### config.mk
export PLATFORM = sky130hd
export DESIGN_NAME = bundle_issue_grouper
export DESIGN_NICKNAME = d
export VERILOG_FILES = /design/src/rtl/bgrp_pkg.sv /design/src/rtl/bgrp_slot_decode.sv /design/src/rtl/bgrp_stage.sv /design/src/rtl/bgrp_accum.sv /design/src/rtl/bundle_issue_grouper.sv
export SDC_FILE = /design/constraint.sdc
export NUM_CORES = 1
export LEC_CHECK = 0
export BUFFER_PORTS_ARGS = -buffer_cell sky130_fd_sc_hd__buf_2
export CORE_MARGIN = 2
export CORE_UTILIZATION = 51
export CTS_CLUSTER_DIAMETER = 40
export DETAILED_ROUTE_END_ITERATION = 16
export PLACE_DENSITY = 0.76
export RECOVER_POWER = 25
export SLEW_MARGIN = 10
export SYNTH_ARGS = -nofsm -noshare
export SYNTH_HDL_FRONTEND = slang
export SYNTH_SLANG_ARGS = --single-unit
### constraint.sdc
create_clock -name clk -period 8.2 [get_ports clk]
set_input_delay 0.82 -clock clk [delete_from_list [all_inputs] [get_ports clk]]
set_output_delay 0.82 -clock clk [all_outputs]
set_load 0.02 [all_outputs]
### src/rtl/bgrp_pkg.sv
package bgrp_pkg;
  localparam int BUNDLE_W = 128;
  localparam int SLOTS    = 3;
  localparam int SLOT_W   = 41;
  localparam int TMPL_W   = BUNDLE_W - SLOTS * SLOT_W;
  localparam int PRED_W   = 6;
  localparam int REG_W    = 7;
  localparam int OPC_W    = SLOT_W - PRED_W - 3 * REG_W;
  localparam int IDX_W    = $clog2(SLOTS);

  localparam int PRED_LSB = 0;
  localparam int DST_LSB  = PRED_LSB + PRED_W;
  localparam int SRC2_LSB = DST_LSB + REG_W;
  localparam int SRC1_LSB = SRC2_LSB + REG_W;
  localparam int OPC_LSB  = SRC1_LSB + REG_W;

  typedef struct packed {
    logic [OPC_W-1:0]  opc;
    logic [REG_W-1:0]  src1;
    logic [REG_W-1:0]  src2;
    logic [REG_W-1:0]  dst;
    logic [PRED_W-1:0] pred;
  } slot_t;
endpackage

### src/rtl/bgrp_slot_decode.sv
module bgrp_slot_decode
  import bgrp_pkg::*;
(
  input  logic [SLOT_W-1:0] raw,
  output slot_t             fields
);
  always_comb begin
    fields.pred = raw[PRED_LSB +: PRED_W];
    fields.dst  = raw[DST_LSB  +: REG_W];
    fields.src2 = raw[SRC2_LSB +: REG_W];
    fields.src1 = raw[SRC1_LSB +: REG_W];
    fields.opc  = raw[OPC_LSB  +: OPC_W];
  end
endmodule

### src/rtl/bgrp_stage.sv
module bgrp_stage
  import bgrp_pkg::*;
(
  input  logic                clk,
  input  logic                rst,
  input  logic                in_valid,
  output logic                in_ready,
  input  logic [BUNDLE_W-1:0] in_bundle,
  input  logic                take,
  output logic                cur_valid,
  output slot_t               cur_slot,
  output logic                cur_stop
);
  slot_t             dec  [SLOTS];
  slot_t             held [SLOTS];
  logic [SLOTS-1:0]  held_stop;
  logic              hold_v;
  logic [IDX_W-1:0]  idx;
  logic              last;
  logic              accept;
  logic              unused_tmpl_hi;

  for (genvar k = 0; k < SLOTS; k++) begin : g_dec
    bgrp_slot_decode u_dec (
      .raw    (in_bundle[TMPL_W + k*SLOT_W +: SLOT_W]),
      .fields (dec[k])
    );
  end

  assign unused_tmpl_hi = ^in_bundle[TMPL_W-1:SLOTS];

  assign last     = (idx == IDX_W'(SLOTS-1));
  assign in_ready = !hold_v || (take && last);
  assign accept   = in_valid && in_ready;

  always_ff @(posedge clk) begin
    if (rst) begin
      hold_v <= 1'b0;
      idx    <= '0;
    end else if (accept) begin
      hold_v <= 1'b1;
      idx    <= '0;
    end else if (take) begin
      if (last) hold_v <= 1'b0;
      else      idx    <= idx + 1'b1;
    end
  end

  always_ff @(posedge clk) begin
    if (accept) begin
      held      <= dec;
      held_stop <= in_bundle[SLOTS-1:0];
    end
  end

  assign cur_valid = hold_v;
  assign cur_slot  = held[idx];
  assign cur_stop  = held_stop[idx];
endmodule

### src/rtl/bgrp_accum.sv
module bgrp_accum
  import bgrp_pkg::*;
#(
  parameter  int GRP_MAX = 6,
  localparam int CNT_W   = $clog2(GRP_MAX + 1)
) (
  input  logic                       clk,
  input  logic                       rst,
  input  logic                       cur_valid,
  input  slot_t                      cur_slot,
  input  logic                       cur_stop,
  output logic                       take,
  output logic                       out_valid,
  input  logic                       out_ready,
  output logic [CNT_W-1:0]           out_count,
  output slot_t [GRP_MAX-1:0]        out_slots
);
  slot_t            acc [GRP_MAX];
  logic [CNT_W-1:0] cnt;
  logic             close;
  logic             out_free;

  assign close    = cur_stop || (cnt == CNT_W'(GRP_MAX-1));
  assign out_free = !out_valid || out_ready;
  assign take     = cur_valid && (!close || out_free);

  always_ff @(posedge clk) begin
    if (rst) begin
      out_valid <= 1'b0;
      out_count <= '0;
      out_slots <= '0;
      cnt       <= '0;
    end else begin
      if (out_valid && out_ready) out_valid <= 1'b0;
      if (take) begin
        if (close) begin
          out_valid <= 1'b1;
          out_count <= cnt + 1'b1;
          for (int i = 0; i < GRP_MAX; i++) begin
            if (CNT_W'(i) < cnt)       out_slots[i] <= acc[i];
            else if (CNT_W'(i) == cnt) out_slots[i] <= cur_slot;
            else                       out_slots[i] <= '0;
          end
          cnt <= '0;
        end else begin
          cnt <= cnt + 1'b1;
        end
      end
    end
  end

  always_ff @(posedge clk) begin
    if (take && !close) acc[cnt] <= cur_slot;
  end
endmodule

### src/rtl/bundle_issue_grouper.sv
module bundle_issue_grouper
  import bgrp_pkg::*;
#(
  parameter  int GRP_MAX = 6,
  localparam int CNT_W   = $clog2(GRP_MAX + 1)
) (
  input  logic                        clk,
  input  logic                        rst,
  input  logic                        in_valid,
  output logic                        in_ready,
  input  logic [BUNDLE_W-1:0]         in_bundle,
  output logic                        out_valid,
  input  logic                        out_ready,
  output logic [CNT_W-1:0]            out_count,
  output logic [GRP_MAX*PRED_W-1:0]   out_pred,
  output logic [GRP_MAX*REG_W-1:0]    out_src1,
  output logic [GRP_MAX*REG_W-1:0]    out_src2,
  output logic [GRP_MAX*REG_W-1:0]    out_dst,
  output logic [GRP_MAX*OPC_W-1:0]    out_opc
);
  logic                 cur_valid;
  slot_t                cur_slot;
  logic                 cur_stop;
  logic                 take;
  slot_t [GRP_MAX-1:0]  lanes;

  bgrp_stage u_stage (
    .clk       (clk),
    .rst       (rst),
    .in_valid  (in_valid),
    .in_ready  (in_ready),
    .in_bundle (in_bundle),
    .take      (take),
    .cur_valid (cur_valid),
    .cur_slot  (cur_slot),
    .cur_stop  (cur_stop)
  );

  bgrp_accum #(.GRP_MAX(GRP_MAX)) u_accum (
    .clk       (clk),
    .rst       (rst),
    .cur_valid (cur_valid),
    .cur_slot  (cur_slot),
    .cur_stop  (cur_stop),
    .take      (take),
    .out_valid (out_valid),
    .out_ready (out_ready),
    .out_count (out_count),
    .out_slots (lanes)
  );

  for (genvar i = 0; i < GRP_MAX; i++) begin : g_lane
    assign out_pred[i*PRED_W +: PRED_W] = lanes[i].pred;
    assign out_src1[i*REG_W  +: REG_W]  = lanes[i].src1;
    assign out_src2[i*REG_W  +: REG_W]  = lanes[i].src2;
    assign out_dst [i*REG_W  +: REG_W]  = lanes[i].dst;
    assign out_opc [i*OPC_W  +: OPC_W]  = lanes[i].opc;
  end
endmodule

== After elaboration in Yosys (flattened, before gate mapping) ==
Memories as Yosys holds them, arrays and structs flattened.
Index checks and enable logic that the tools add are counted.
Storage, ports and cells
  flip-flop bits (word level): 382
  latch bits: 0
  bits in writable memories: 246
  memory bits (read-only): 0
  input bits: 132
  output and inout bits: 251
  word-level logic and storage cells: 116
  memories kept: 1
Memory list
  u_accum.acc: depth 6, bits a word 41, read ports 6, clocked after Yosys merged registers in 0, write ports 1, line bgrp_accum.sv:18  | slot_t acc [GRP_MAX];
Cells by class
  add/sub/neg operators: 2
  multipliers: 0
  div/mod/pow operators: 0
  $lt $le $gt $ge: 8
  eq/ne operators: 7
  shift-type cells: 0
  muxes and demuxes: 26
  bitwise logic cells: 2
  reductions and logical operators: 19
Operators by type and width (count)
  $mux W41: 14
  $bmux W41 S2: 1
  $mux W1: 9
  $eq A2 B3 Y1 const A: 2
  $eq A3 B3 Y1 const A: 2
  $lt A1 B3 Y1 const A: 2
  $lt A2 B3 Y1 const A: 2
  $lt A3 B3 Y1 const A: 2
  $reduce_and A2 Y1: 3
  $logic_and A1 B1 Y1: 5
  $logic_or A1 B1 Y1: 4
  $reduce_bool A2 Y1: 2
  $add A3 B1 Y3 const B: 1
  $eq A1 B3 Y1 const A: 1
  $eq A3 B3 Y1 const B: 1
  $ge A3 B3 Y1 const B: 1
  $logic_not A1 Y1: 3
  $logic_not A3 Y1: 1
  $lt A2 B3 Y1 const B: 1
  $mux W3: 1
  $not A2 Y3: 1
  $add A2 B1 Y2 const B: 1
  $bmux W1 S2: 1
  $eq A2 B2 Y1 const B: 1
  other kinds (2): 2

== Depth between registers and ports, before layout ==
  word-level depth: 11
  gate-level depth with buffers: 8
  depth with buffers taken out: 6

== Modules after synthesis ==
From an unflattened synthesis, not the netlist that was laid out.
Unflattened totals
  cell total of the unflattened synthesis: 2409
  area total of the unflattened synthesis: 28761.3 µm²
Modules (own cells, without submodules)
  bgrp_accum: instances 1, cells each 2000, area each 22942.0 µm², sequential area each 12451.9 µm²
  bgrp_stage: instances 1, cells each 286, area each 4895.9 µm², sequential area each 3843.7 µm²
  bgrp_slot_decode: instances 3, cells each 41, area each 307.8 µm², sequential area each 0.0 µm²

== Worst setup path before layout ==
Ideal clock, no wire load.
  path kind: input-to-reg
  start point: in out_ready
  end point: reg u_stage.held[0] (netlist bit) (enable)
  library setup time: 0.687 ns
  arrival time: 7.709 ns
  required time: 7.513 ns
  setup slack: -0.195 ns
  cell stages on the path: 2
  path buffers: 0
  path through: nor2b_1 a31oi_1
Between the ends
  longest elaborated chain between the ends: 6
Ends and longest elaborated chain
  from (decl): line bundle_issue_grouper.sv:13  | input logic out_ready,
  $logic_or A1 B1 Y1: line bgrp_accum.sv:24  | assign out_free = !out_valid || out_ready;
  $logic_or A1 B1 Y1: line bgrp_accum.sv:25  | assign take = cur_valid && (!close || out_free);
  $logic_and A1 B1 Y1: line bgrp_accum.sv:25
  $logic_and A1 B1 Y1: line bgrp_stage.sv:33  | assign in_ready = !hold_v || (take && last);
  $logic_or A1 B1 Y1: line bgrp_stage.sv:33
  $logic_and A1 B1 Y1: line bgrp_stage.sv:34  | assign accept = in_valid && in_ready;
  named net u_stage.accept: line bgrp_stage.sv:20  | logic accept;
  to (signal assigned): line bgrp_stage.sv:51  | held <= dec;
  to (decl): line bgrp_stage.sv:15  | slot_t held [SLOTS];
The timed path passes the listed nets, and every way through them passes these cells.
A chain may end at the register's enable or synchronous reset.

== Final worst setup path ==
  start point: reg u_stage.idx[0]
  end point: mem u_accum.acc[3][39] (netlist bit) (enable)
Between the ends
  longest elaborated chain between the ends: 9
Ends and longest elaborated chain
  from (decl): line bgrp_stage.sv:18  | logic [IDX_W-1:0] idx;
  from (signal assigned): line bgrp_stage.sv:45  | else idx <= idx + 1'b1;
  $bmux W1 S2 *: line bgrp_stage.sv:58  | assign cur_stop = held_stop[idx];
  $mux W1 (not written as such) *: line bgrp_stage.sv:58
  $logic_or A1 B1 Y1 *: line bgrp_accum.sv:23  | assign close = cur_stop || (cnt == CNT_W'(GRP_MAX-1));
  $logic_not A1 Y1 *: line bgrp_accum.sv:25, bgrp_accum.sv:53
  $logic_or A1 B1 Y1: line bgrp_accum.sv:25
  $logic_and A1 B1 Y1: line bgrp_accum.sv:25
  $logic_and A1 B1 Y1 *: line bgrp_accum.sv:53  | if (take && !close) acc[cnt] <= cur_slot;
  $mux W1 *: line bgrp_accum.sv:53
  $mux W1 (not written as such) *: line bgrp_accum.sv:53
  to (decl): line bgrp_accum.sv:18
Every way passes the cells marked *; elsewhere a longest branch is shown, timed or not. The select of a mux whose other input is x is not followed.

==> metrics.cfg <==
[logic_synthesis]
synthTopCellsByArea=edfxtp_1 47%, dfxtp_1 22%, a22oi_1 7.8%
synth_ff_type=edfxtp_1
synth_edf_count=372
synth.cell_area_um2=23700
yosysUniqueCellTypes=47
synth-async-reset-ratio=0
ys_seq_area_frac=0.687
yosys.area.top_type=edfxtp_1
syn_area_per_cell_um2=13.8
synthTopCellsByCount=372 x edfxtp_1, 256 x a21oi_1, 256 x dfxtp_1
synth-seq-cells=628
postSynthCellCount=1714
yosys_warnings=0
yosysMostFrequentCell=edfxtp_1
synth.top_cell.area_share=0.471

[job]
drv_cap=0

[sta]
rsz0062_at_grt=no
worstMarginPinSlew_ns=1.44
max_slew_margin=0.0433
setup_tns_ns=0
finalSetupViolCount=0
hold_slack_ns=0.366
max_freq_ghz=0.258
skew_ns=0.0270
hold_viol=0
maxSlewViolCount=0
finalCritPeriodShare=0.472
period_minus_slack_ns=3.87

[die]
io_pins=383
rows=79
die_y_um=220
dieArea_um2=48200
start_util=0.512
die_w_um=220
core_um2=46300

[drt]
wirelength_um=65100
drcViolationCount=0
num_vias=16857
vias_per_cell=6.16
drt-initial-drc-count=1960
drtPass1Iterations=6
post_drt_wl_per_cell_um=23.8
final_antenna_net_count=0

[worst_setup_path]
reg2reg_depth=6
cp_max_fo=47
worstPathRequired_ns=8.45
critPathLaunchType=flop
ff2ff_setup_slack_ns=4.33
worstPathArrival_ns=4.12
path_class=reg -> reg
endpoint_kind=flop

[global_routing]
grt_use_met2=0.405
grt_start_max_net_pins=255
antenna_found_initial=0
grtUsageMet1=0.369
use_met3=0.0635
grt_most_used_layer=met2
grt.total_usage=0.264
grt_pass1_wl_um=96400
grt_pass1_vias=15955
overflow=0

[pwr]
peakVddDrop_mv=0.210
power.density_nw_per_um2=273
power.leakage_nw=9.31

[clock_network]
clockBufferDepth=3
ctsHoldBuffers=0
clk_pin_slew_ns=0.06
worstSkewPairLatency_ns=0.63
cts_root_buf=clkbuf_16
cts_inserted_buffers=78
htreeDepth=3
cts_resized=0
cts_sinks=628
cts_tree=built
cts_setup_buffers=0

[final_layout]
design_area_um2=28400
antenna_cells=0
num-fill-cells=3569
utilization=0.613
area_growth_pct=19.6
drive_gt1_frac=0.207
finalNetCount=2201

[min_path]
hold_path_class=in -> reg
min_path_cells=1

[outcome]
status=finished clean

[placement]
place_area_um2=26000
place_hpwl_um=38600
place_congestion=0.811
port_buffers=380

## final timing paths
check	end	startpoint
max	u_accum.acc[3][39]	u_stage.idx[0]
min	u_stage.held[91]	in_bundle[14]
max reg2reg	u_accum.acc[3][39]	u_stage.idx[0]
min reg2reg	u_accum.out_count[0]	u_accum.out_count[0]
## layer usage
metal / wire [um] / share of wire
met5: 0 / 0
met3: 6300 / 0.097
met2: 30100 / 0.46
met4: 1730 / 0.027
met1: 26900 / 0.41
## state kept, by name, indices dropped and copies added (netlist names)
| signal | cells |
|---|---|
| u_accum.out_count | 3 |
| u_stage.held | 123 |
| u_accum.out_slots | 246 |
| u_stage.held_stop | 3 |
| u_accum.out_valid | 1 |
| u_accum.cnt | 3 |
| u_stage.cur_valid | 1 |
| u_accum.acc | 246 |
| u_stage.idx | 2 |
## cell type report
cell class	count	area, um2	share of cell area
sequential	628	16300	0.575
tap	607	759	0.0268
inverter	5	18.8	0.000662
clock inverter	50	417	0.0147
multi-input combinational	935	6700	0.236
timing repair buffer	417	1990	0.0702
clock buffer	96	2170	0.0764
## through the flow
step	total power, mW	std cells	worst slack (ns)
after floorplan	4.19	1754	2.17
final	7.75	2738	4.33
after global routing	8.01	2738	4.16
after global placement	4.47	2592	4.50
after detailed placement	4.50	2592	4.35
after CTS	7.81	2738	4.32
## layout by cell type, fill, tap and decap left out, types with 5 or more instances in the layout
master | synthesis | layout
a211oi_1 | 228 | 228
a211oi_2 | 20 | 20
a21oi_1 | 256 | 256
a22oi_1 | 246 | 246
buf_2 | 34 | 199
buf_4 | 23 | 35
clkbuf_1 | 103 | 189
clkbuf_16 | 0 | 83
clkinv_2 | 0 | 12
clkinv_4 | 0 | 9
conb_1 | 1 | 41
dfxtp_1 | 256 | 253
edfxtp_1 | 372 | 372
inv_6 | 0 | 14
mux2i_1 | 42 | 42
nand2_1 | 6 | 6
nand2b_1 | 5 | 5
nor2_4 | 2 | 5
o21ai_0 | 6 | 6
o2bb2ai_1 | 29 | 14
o2bb2ai_2 | 12 | 27
## critical path, stage by stage, from the launching register on
cell,delay (ns)
dfxtp_2,0.31
buf_4,0.60
mux2i_1,0.55
o211a_4,0.29
nand2_1,0.26
nor3_2,0.89
buf_4,0.54
## where the power goes
part           internal, mW  switching (mW)
logic                 0.221           0.585
registers              3.54          0.0853
clock network          1.93            1.39
## kinds of logic (layout without fill, tap and decap cells)
logic type | Yosys count | in the layout | synth area share
AOI/OAI and AO/OA | 807 | 807 | 0.238
DFF | 628 | 628 | 0.687
buffers and inverters | 191 | 568 | 0.0439
muxes | 42 | 42 | 0.0177
and+or+nand+nor | 41 | 41 | 0.0106
adders and majority gates | 4 | 4 | 0.00211
other | 1 | 41 | 0.000158
Power figures use the tool's default switching activity.
